--- src/rtl/pld_cell_pkg.sv ---
package pld_cell_pkg;

    typedef enum logic [1:0] {
        CM_REGOUT = 2'd0,
        CM_COMBIO = 2'd1,
        CM_DEDOUT = 2'd2,
        CM_DEDIN  = 2'd3
    } cell_mode_e;

endpackage

--- src/rtl/pld_mode_decode.sv ---
module pld_mode_decode
    import pld_cell_pkg::*;
(
    input  logic       g0,
    input  logic       g1,
    input  logic       l0,
    output cell_mode_e mode
);

    always_comb begin
        unique case ({g1, l0})
            2'b10:   mode = g0 ? CM_COMBIO : CM_REGOUT;
            2'b11:   mode = CM_COMBIO;
            2'b00:   mode = CM_DEDOUT;
            default: mode = CM_DEDIN;
        endcase
    end

endmodule

--- src/rtl/pld_sum_term.sv ---
module pld_sum_term
    import pld_cell_pkg::*;
#(
    parameter int NUM_TERMS = 8
) (
    input  logic [NUM_TERMS-1:0] pt,
    input  cell_mode_e           mode,
    input  logic                 pol,
    output logic                 comb_val,
    output logic                 reg_d
);

    localparam int EN_TERM = 0;

    logic or_all;
    logic or_rest;

    always_comb begin
        or_all  = |pt;
        or_rest = 1'b0;
        for (int i = 0; i < NUM_TERMS; i++) begin
            if (i != EN_TERM) or_rest = or_rest | pt[i];
        end
        comb_val = ((mode == CM_COMBIO) ? or_rest : or_all) ^ pol;
        reg_d    = or_all ^ pol;
    end

endmodule

--- src/rtl/pld_out_reg.sv ---
module pld_out_reg (
    input  logic clk,
    input  logic rst_n,
    input  logic d,
    output logic q
);

    always_ff @(posedge clk or negedge rst_n) begin
        if (!rst_n) q <= 1'b0;
        else        q <= d;
    end

    // reset leaves the register cleared on the next sampled cycle
    a_r4_reset_clear: assert property (@(posedge clk)
        !rst_n |-> q == 1'b0);

endmodule

--- src/rtl/pld_out_cell.sv ---
module pld_out_cell
    import pld_cell_pkg::*;
#(
    parameter int NUM_TERMS   = 8,
    parameter int NUM_CELLS   = 8,
    parameter int CELL_IDX    = 1,
    parameter int NOFB_CELL_A = 3,
    parameter int NOFB_CELL_B = 4
) (
    input  logic                 clk,
    input  logic                 rst_n,
    input  logic [NUM_TERMS-1:0] pt_i,
    input  logic                 oe_pin_i,
    input  logic                 pad_i,
    input  logic                 adj_pad_i,
    input  logic                 cfg_g0,
    input  logic                 cfg_g1,
    input  logic                 cfg_mode,
    input  logic                 cfg_pol,
    output logic                 pad_o,
    output logic                 pad_oe_o,
    output logic                 fb_o
);

    localparam bit IS_END  = (CELL_IDX == 0) || (CELL_IDX == NUM_CELLS - 1);
    localparam bit IS_NOFB = (CELL_IDX == NOFB_CELL_A) || (CELL_IDX == NOFB_CELL_B);

    cell_mode_e mode;
    logic       comb_val;
    logic       reg_d;
    logic       q;
    logic       fb_sel_own;
    logic       adj_path;

    pld_mode_decode u_decode (
        .g0   (cfg_g0),
        .g1   (cfg_g1),
        .l0   (cfg_mode),
        .mode (mode)
    );

    pld_sum_term #(.NUM_TERMS(NUM_TERMS)) u_sum (
        .pt       (pt_i),
        .mode     (mode),
        .pol      (cfg_pol),
        .comb_val (comb_val),
        .reg_d    (reg_d)
    );

    pld_out_reg u_reg (
        .clk   (clk),
        .rst_n (rst_n),
        .d     (reg_d),
        .q     (q)
    );

    // Enable and output selection
    always_comb begin
        unique case (mode)
            CM_REGOUT: begin pad_oe_o = oe_pin_i; pad_o = q;        end
            CM_COMBIO: begin pad_oe_o = pt_i[0];  pad_o = comb_val; end
            CM_DEDOUT: begin pad_oe_o = 1'b1;     pad_o = comb_val; end
            default:   begin pad_oe_o = 1'b0;     pad_o = comb_val; end
        endcase
    end

    // Feedback select source depends on cell position
    if (IS_END) begin : g_end_sel
        assign fb_sel_own = ~cfg_g0;
    end else begin : g_mid_sel
        assign fb_sel_own = cfg_g1;
    end

    if (IS_NOFB) begin : g_nofb
        assign adj_path = (mode == CM_DEDOUT) ? 1'b0 : adj_pad_i;
    end else begin : g_adj
        assign adj_path = adj_pad_i;
    end

    always_comb begin
        if (fb_sel_own) fb_o = (mode == CM_REGOUT) ? q : pad_i;
        else            fb_o = adj_path;
    end

    // a dedicated input never drives its pad
    a_r1_din_no_drive: assert property (@(posedge clk) disable iff (!rst_n)
        (!cfg_g1 && cfg_mode) |-> !pad_oe_o);

    // registered cell enable follows the OE pin
    a_r1_reg_oe: assert property (@(posedge clk) disable iff (!rst_n)
        (cfg_g1 && !cfg_mode && !cfg_g0) |-> (pad_oe_o == oe_pin_i));

    // registered pad shows last cycle's data input
    a_r3_reg_delay: assert property (@(posedge clk) disable iff (!rst_n)
        ($past(rst_n) && (mode == CM_REGOUT)) |-> (pad_o == $past(reg_d)));

    if (IS_END) begin : g_end_chk
        // with registers permitted the neighbour pin cannot disturb feedback
        a_r8_end_no_adj: assert property (@(posedge clk) disable iff (!rst_n)
            (!cfg_g0 && $past(!cfg_g0) && $stable(pad_i) && $stable(q)
             && $stable({cfg_g1, cfg_mode})) |-> $stable(fb_o));
    end

    if (IS_NOFB) begin : g_nofb_chk
        // no-feedback cells present 0 in dedicated-output mode
        a_r7_nofb_zero: assert property (@(posedge clk) disable iff (!rst_n)
            (!cfg_g1 && !cfg_mode) |-> (fb_o == 1'b0));
    end

endmodule

--- config.mk ---
export PLATFORM = sky130hd
export DESIGN_NAME = pld_out_cell
export DESIGN_NICKNAME = d
export VERILOG_FILES = /design/src/rtl/pld_cell_pkg.sv /design/src/rtl/pld_mode_decode.sv /design/src/rtl/pld_sum_term.sv /design/src/rtl/pld_out_reg.sv /design/src/rtl/pld_out_cell.sv
export SDC_FILE = /design/constraint.sdc
export NUM_CORES = 1
export LEC_CHECK = 0
export ABC_AREA = 1
export BUFFER_PORTS_ARGS = -buffer_cell sky130_fd_sc_hd__buf_4
export CAP_MARGIN = 20
export CORE_AREA = 8 8 45 47
export CTS_CLUSTER_DIAMETER = 40
export CTS_CLUSTER_SIZE = 40
export DETAILED_ROUTE_END_ITERATION = 8
export DIE_AREA = 0 0 53 55
export GPL_TIMING_DRIVEN = 0
export HOLD_SLACK_MARGIN = 0.08
export PLACE_DENSITY = 0.38
export RECOVER_POWER = 25
export SLEW_MARGIN = 40
export SYNTH_ARGS = -nofsm -noshare
export SYNTH_HDL_FRONTEND = slang
export SYNTH_HIERARCHICAL = 1
export SYNTH_SLANG_ARGS = --single-unit
--- constraint.sdc ---
create_clock -name clk -period 1.1 [get_ports clk]
set_input_delay 0.22 -clock clk [delete_from_list [all_inputs] [get_ports clk]]
set_output_delay 0.22 -clock clk [all_outputs]
set_load 0.01 [all_outputs]
==> impl_results.md, run 1 <==
* Status: finished, violations left
* Failing checks: setup timing
* Top reg by flops: u_reg/q
* WP data required at between 800 and 900 ps
* Worst-Margin Slew at approximately 150 ps
* Area Overhead vs Synth at 132%
* Layout Utilization at a little over a third
* # DRC at 0
* Setup CP Type: in2out
* Main area contributors after synthesis: nand2_1 35%, inv_1 18%, nor2_1 16%
* Mapped cell area at around 210 µm²
* Total track usage at between 5 and 6%
* DR iter-0 viols at 1
* Initial antenna violation count at 0
* Mapped Cells at 48
* Initial core utilization at 15.4%
* Synth warn at 6
* Critical-path cell list: buf_4 -> inv_2 -> nand2_4 -> buf_4 -> buf_4 -> o21ai_1 -> nand2_1 -> buf_6
* Maxcap violations at 0
* Vias in the first global route at 366
* Commonest cells after routing, fill and taps aside: 17 x buf_4, 14 x nand2_1, 6 x inv_1, 6 x nor2_1
* Buffers & Inverters on Critical Path at 5
* Core Region at roughly 1400 µm²
* Worst-path clk slew at 0 ps
* Cell mode on critical path: buf_4
* Chip width at around 53 µm
* Routed vias at between 300 and 400
* Fmax at between 800 and 900 MHz
* ANT nets after route at 0
* Seq/Total Area, Yosys at a little under an eighth
* HP Class: in2reg
* I/O pins at 20
* Layout fillers at around 170
* Synth cell types at 9
* Yosys top cell area share at a little over a third
* Register Area at 25.0 µm²
* Commonest non-fill, non-tap cell in the layout: buf_4
* Critical Path End Type: output pin
* Vias per cell at 3.93
* Syn_nets at 65
* Min Tclk post-route at around 1200 ps
* Routability cong. at approximately 0.68
* Family with the most delay on the worst path: buffers and inverters
* Synthesis-stage register bit count at 1
* Slowest stage cell on the critical path: buf_4
* Power density over the cells at approximately 410 nW/µm²
* Max FFs per register at 1
* Diode count at 0
* Maximum VDD drop at around 120 µV
* Syn avg cell area at around 4.4 µm²
* Worst Path Arrival at about 980 ps
* Full die area at between 2000 and 3000 µm²
* Largest fanout on the critical path at 5
* CP max stage delay at 120 ps
* Routed WL at 784 µm
* Share of cells above drive strength 1 at 52.8%
* RSZ-0062 raised after global routing: yes
* Final setup vio count at 3
* Total grt overflow at 0
* CP startpoint kind: input pin
* I/O Buffers at 19
* Final setup TNS at -161 ps
* Largest net degree at the start of global routing at 7
* Period Utilization, post-route at 109%
* Final hold vios at 0
* Power, Total at 204 µW
* First-pass GRT wire length at approximately 1300 µm
* Row count at 14
* Fin Hold WS at 457 ps
* Final worst setup slack at -102 ps
* Routed wire per std cell at roughly 9 µm
* HPWL after DPL at 634 µm
* Multi-input gate area at roughly 200 µm²
* Slew Limit Fails at 0
* Largest regs: u_reg/q (1)
* Max-slew headroom at 90.2%
* Die Ht at 55 µm
* Area leader, netlist: nand2_1
* Final net count at 91
* TritonRoute pass-1 iters at 2
* Leakage at 0.270 nW
[cells by family (layout without fill, tap and decap cells)]
kind of cell	after synthesis	after routing	share of synthesized area, %
flops	1	1	11.8
buf+inv	10	34	17.6
compound gates	4	4	9.41
simple gates	33	33	61.2
[final cells by class]
type,instances,share of cell area (%)
repair buffers,24,41.6
multi-input cells,37,41.1
inverters,10,8.12
flip-flops and latches,1,5.08
well taps,16,4.06
[path summary, 6_finish.rpt]
path / startpoint / end / cells past startpoint
max: cfg_mode / pad_o / 8
max in group asynchronous: rst_n / u_reg/q / 2
min: cfg_pol / u_reg/q / 3
min in group asynchronous: rst_n / u_reg/q / 2
[tightest hold or removal path: stages]
cell and delay, ps:
buf_4 90, nand2_1 50, nand2_1 60
[timing repair]
| item | 4_1_cts | 5_1_grt |
|---|---|---|
| setup buffers | 3 | 1 |
| pin swaps | 7 | 12 |
| endpoints found under the hold margin | 1 | 0 |
| setup endpoints to repair | 3 | 3 |
| gates resized for setup | 10 | 18 |
| hold buffers | 1 | 0 |
[per-stage QoR]
step	std cells	area, µm²	worst slack, ps
after global placement	83	375	-240
final	88	493	-102
after floorplan	48	213	63.2
after detailed placement	83	375	-237
after CTS	87	438	-109
after global routing	88	493	-125
[synth_stat cells]
library cell and count:
nor2_1 9, nand2_1 20, inv_1 10, a21oi_1 1
nand3_1 2, nor3_1 1, o21ai_0 3, dfrtp_1 1
nor2_2 1
[report_power, final]
part,internal (mW),switching (mW),total [mW]
combinational,0.0940,0.0706,0.165
clock,0,0,0
sequential,0.0394,0.000424,0.0398
total,0.133,0.0710,0.204
[metal layers]
metal	global-route usage [%]	share of wire [%]
met1	5.89	39
met4	0	0
met2	10.4	45
met3	2.14	16
met5	0	0
(Power assumes the default switching activity.)
==> run 2, diff against run 1 <==
GPL_TIMING_DRIVEN = 1   (was 0)
PLACE_DENSITY = 0.4   (was 0.38)
clock period = 1.07 ns   (was 1.1 ns; I/O delays follow)
==> impl_results.md, run 2 (synthesized netlist as in run 1, its figures left out) <==
* Critical Path End Type: output pin (unchanged)
* Hold Path Depth at 3 (unchanged)
* Layout fillers at 165 (was 166)
* Power share of the clock group at 0% (about the same)
* # DRC at 0 (unchanged)
* Vias in the first global route at 325 (was 366)
* Area Overhead vs Synth at 145% (was 132%)
* ANT nets after route at 0 (unchanged)
* Routed WL at 764 µm (was 784 µm)
* Maximum VDD drop at 159 µV (was 123 µV)
* Max-slew headroom at 89.6% (was 90.2%)
* HPWL after DPL at 655 µm (was 634 µm)
* Worst Setup SP: cfg_g0 (was cfg_mode)
* Largest net degree at the start of global routing at 6 (was 7)
* Fmax at around 850 MHz
* Power density over the cells at 422 nW/µm² (was 414 nW/µm²)
* Commonest non-fill, non-tap cell in the layout: buf_4 (unchanged)
* Final worst setup slack at -103 ps (was -102 ps)
* First-pass GRT wire length at 1210 µm (was 1350 µm)
* Share of cells above drive strength 1 at 58.1% (was 52.8%)
* Fin area at 522 µm² (was 493 µm²)
* Row count at 14 (unchanged)
* I/O pins at 20 (unchanged)
* Slowest stage cell on the critical path: buf_6 (was buf_4)
* Worst-path clk slew at 0 ps (about the same)
* Placed instance area at 420 µm² (was 375 µm²)
* Final net count at 93 (was 91)
* DR iter-0 viols at 1 (unchanged)
* I/O Buffers at 19 (unchanged)
* Worst-Margin Slew at 155 ps (was 145 ps)
* Routed vias at 343 (was 346)
* Chip width at 53 µm (unchanged)
* Sw frac at 33.6% (was 34.7%)
* Status: finished, violations left (unchanged)
* Setup WS pre-CTS at -194 ps (was -237 ps)
* Diode count at 0 (unchanged)
* Worst hold start: cfg_pol (unchanged)
* Setup CP Type: in2out (unchanged)
* CP startpoint kind: input pin (unchanged)
* Leakage at 0.284 nW (was 0.270 nW)
* Internal Power at 146 µW (was 133 µW)
* Max FFs per register at 1 (unchanged)
* Period Utilization, post-route at 110%
* Initial antenna violation count at 0 (unchanged)
* Total grt overflow at 0 (unchanged)
* Worst min-delay path endpoint: u_reg/q (unchanged)
* RSZ-0062 raised after global routing: yes (unchanged)
* Power, Total at 220 µW (was 204 µW)
* Min Tclk post-route at 1170 ps
* Die Ht at 55 µm (unchanged)
* Maxcap violations at 0 (unchanged)
* Critical-path cell list: buf_6 -> nand2_4 -> nand2_4 -> buf_6 -> nor2_2 -> nand2_1 -> nand2_1 -> nand2_1 -> nand2_1 -> buf_6 (was buf_4 -> inv_2 -> nand2_4 -> buf_4 -> buf_4 -> o21ai_1 -> nand2_1 -> buf_6)
* Final setup vio count at 3 (unchanged)
* Largest regs: u_reg/q (1) (unchanged)
* Final std cells w/o fill at 90 (was 88)
* Slew Limit Fails at 0 (unchanged)
* Largest fanout on the critical path at 4 (was 5)
* Initial core utilization at 15.4% (unchanged)
* Failing checks: setup timing (unchanged)
* WP data required at 860 ps (was 880 ps)
* Routability cong. at 0.698 (was 0.678)
* Cell mode on critical path: nand2_1 (was buf_4)
* Vias per cell at 3.81 (was 3.93)
* Total track usage at 4.91% (was 5.45%)
* Top reg by flops: u_reg/q (unchanged)
* Sw power at 74.0 µW (was 71.0 µW)
* Commonest cells after routing, fill and taps aside: 15 x buf_4, 14 x nand2_1, 8 x buf_6 (was 17 x buf_4, 14 x nand2_1, 6 x inv_1, 6 x nor2_1)
* HP Class: in2reg (unchanged)
* Buffers inserted by post-CTS timing repair at 0 (was 3)
* Buffers & Inverters on Critical Path at 3 (was 5)
* Fin Hold WS at 452 ps (was 457 ps)
* Seq pwr share at 18.6% (was 19.5%)
* TritonRoute pass-1 iters at 2 (unchanged)
* Routed wire per std cell at 8.49 µm (was 8.91 µm)
* Combinational power share at 81.4% (was 80.5%)
* Family with the most delay on the worst path: simple AND/OR/NAND/NOR gates (was buffers and inverters)
* Placed Cells at 89 (was 83)
* Final hold vios at 0 (unchanged)
* CP max stage delay at 110 ps (was 120 ps)
* Full die area at 2920 µm² (unchanged)
* Core Region at 1380 µm² (unchanged)
* Worst Path Arrival at 960 ps (was 980 ps)
[run 2: cell types whose count changed in the layout (fill, tap and decap cells not counted), sizes merged]
cell	delta
buf	+2
[run 2: per-layer routing]
metal | track usage [%] | share of wire, %
met5 | 0 | 0
met4 | 0 | 0
met3 | 1.07 | 14
met2 | 9.77 | 47
met1 | 5.44 | 39
[run 2: layout make-up]
class | instances | area, µm² | area share (%)
sequential | 1 | 25.0 | 4.80
multi-input combinational | 37 | 204 | 39.1
tap | 16 | 20.0 | 3.84
timing repair buffer | 26 | 235 | 45.1
inverter | 10 | 37.5 | 7.19
[run 2: worst max path at each step]
stage                       end  cells after the start  slack, ps
after global placement     fb_o                     10       -200
after floorplan           pad_o                      9         50
after detailed placement  pad_o                     11       -190
final                      fb_o                     10       -100
after global routing      pad_o                     10       -180
after CTS                 pad_o                     10       -130
[run 2: metrics by stage]
stage          utilization [%]  TNS [ps]
5_1_grt                   37.7      -390
6_report                  37.7      -197
2_1_floorplan                -         0
4_1_cts                   34.7      -237
3_5_place_dp              30.4      -514
3_3_place_gp              30.4      -524
[run 2: power groups by stage]
| stage | logic, mW | registers, mW | clock network (mW) |
|---|---|---|---|
| finish | 0.179 | 0.0409 | 0 |
| global route | 0.198 | 0.0411 | 0 |
| CTS | 0.163 | 0.0409 | 0 |
| detailed placement | 0.136 | 0.0409 | 0 |
| global placement | 0.138 | 0.0409 | 0 |
| floorplan | 0.0450 | 0.0409 | 0 |
[run 2: timing repair]
item                       4_1_cts  5_1_grt
setup endpoints to repair        3        3
pin swaps                        8       11
hold endpoints to repair         1        0
gates cloned                     0        0
hold buffers                     1        0
resized for setup               15       16
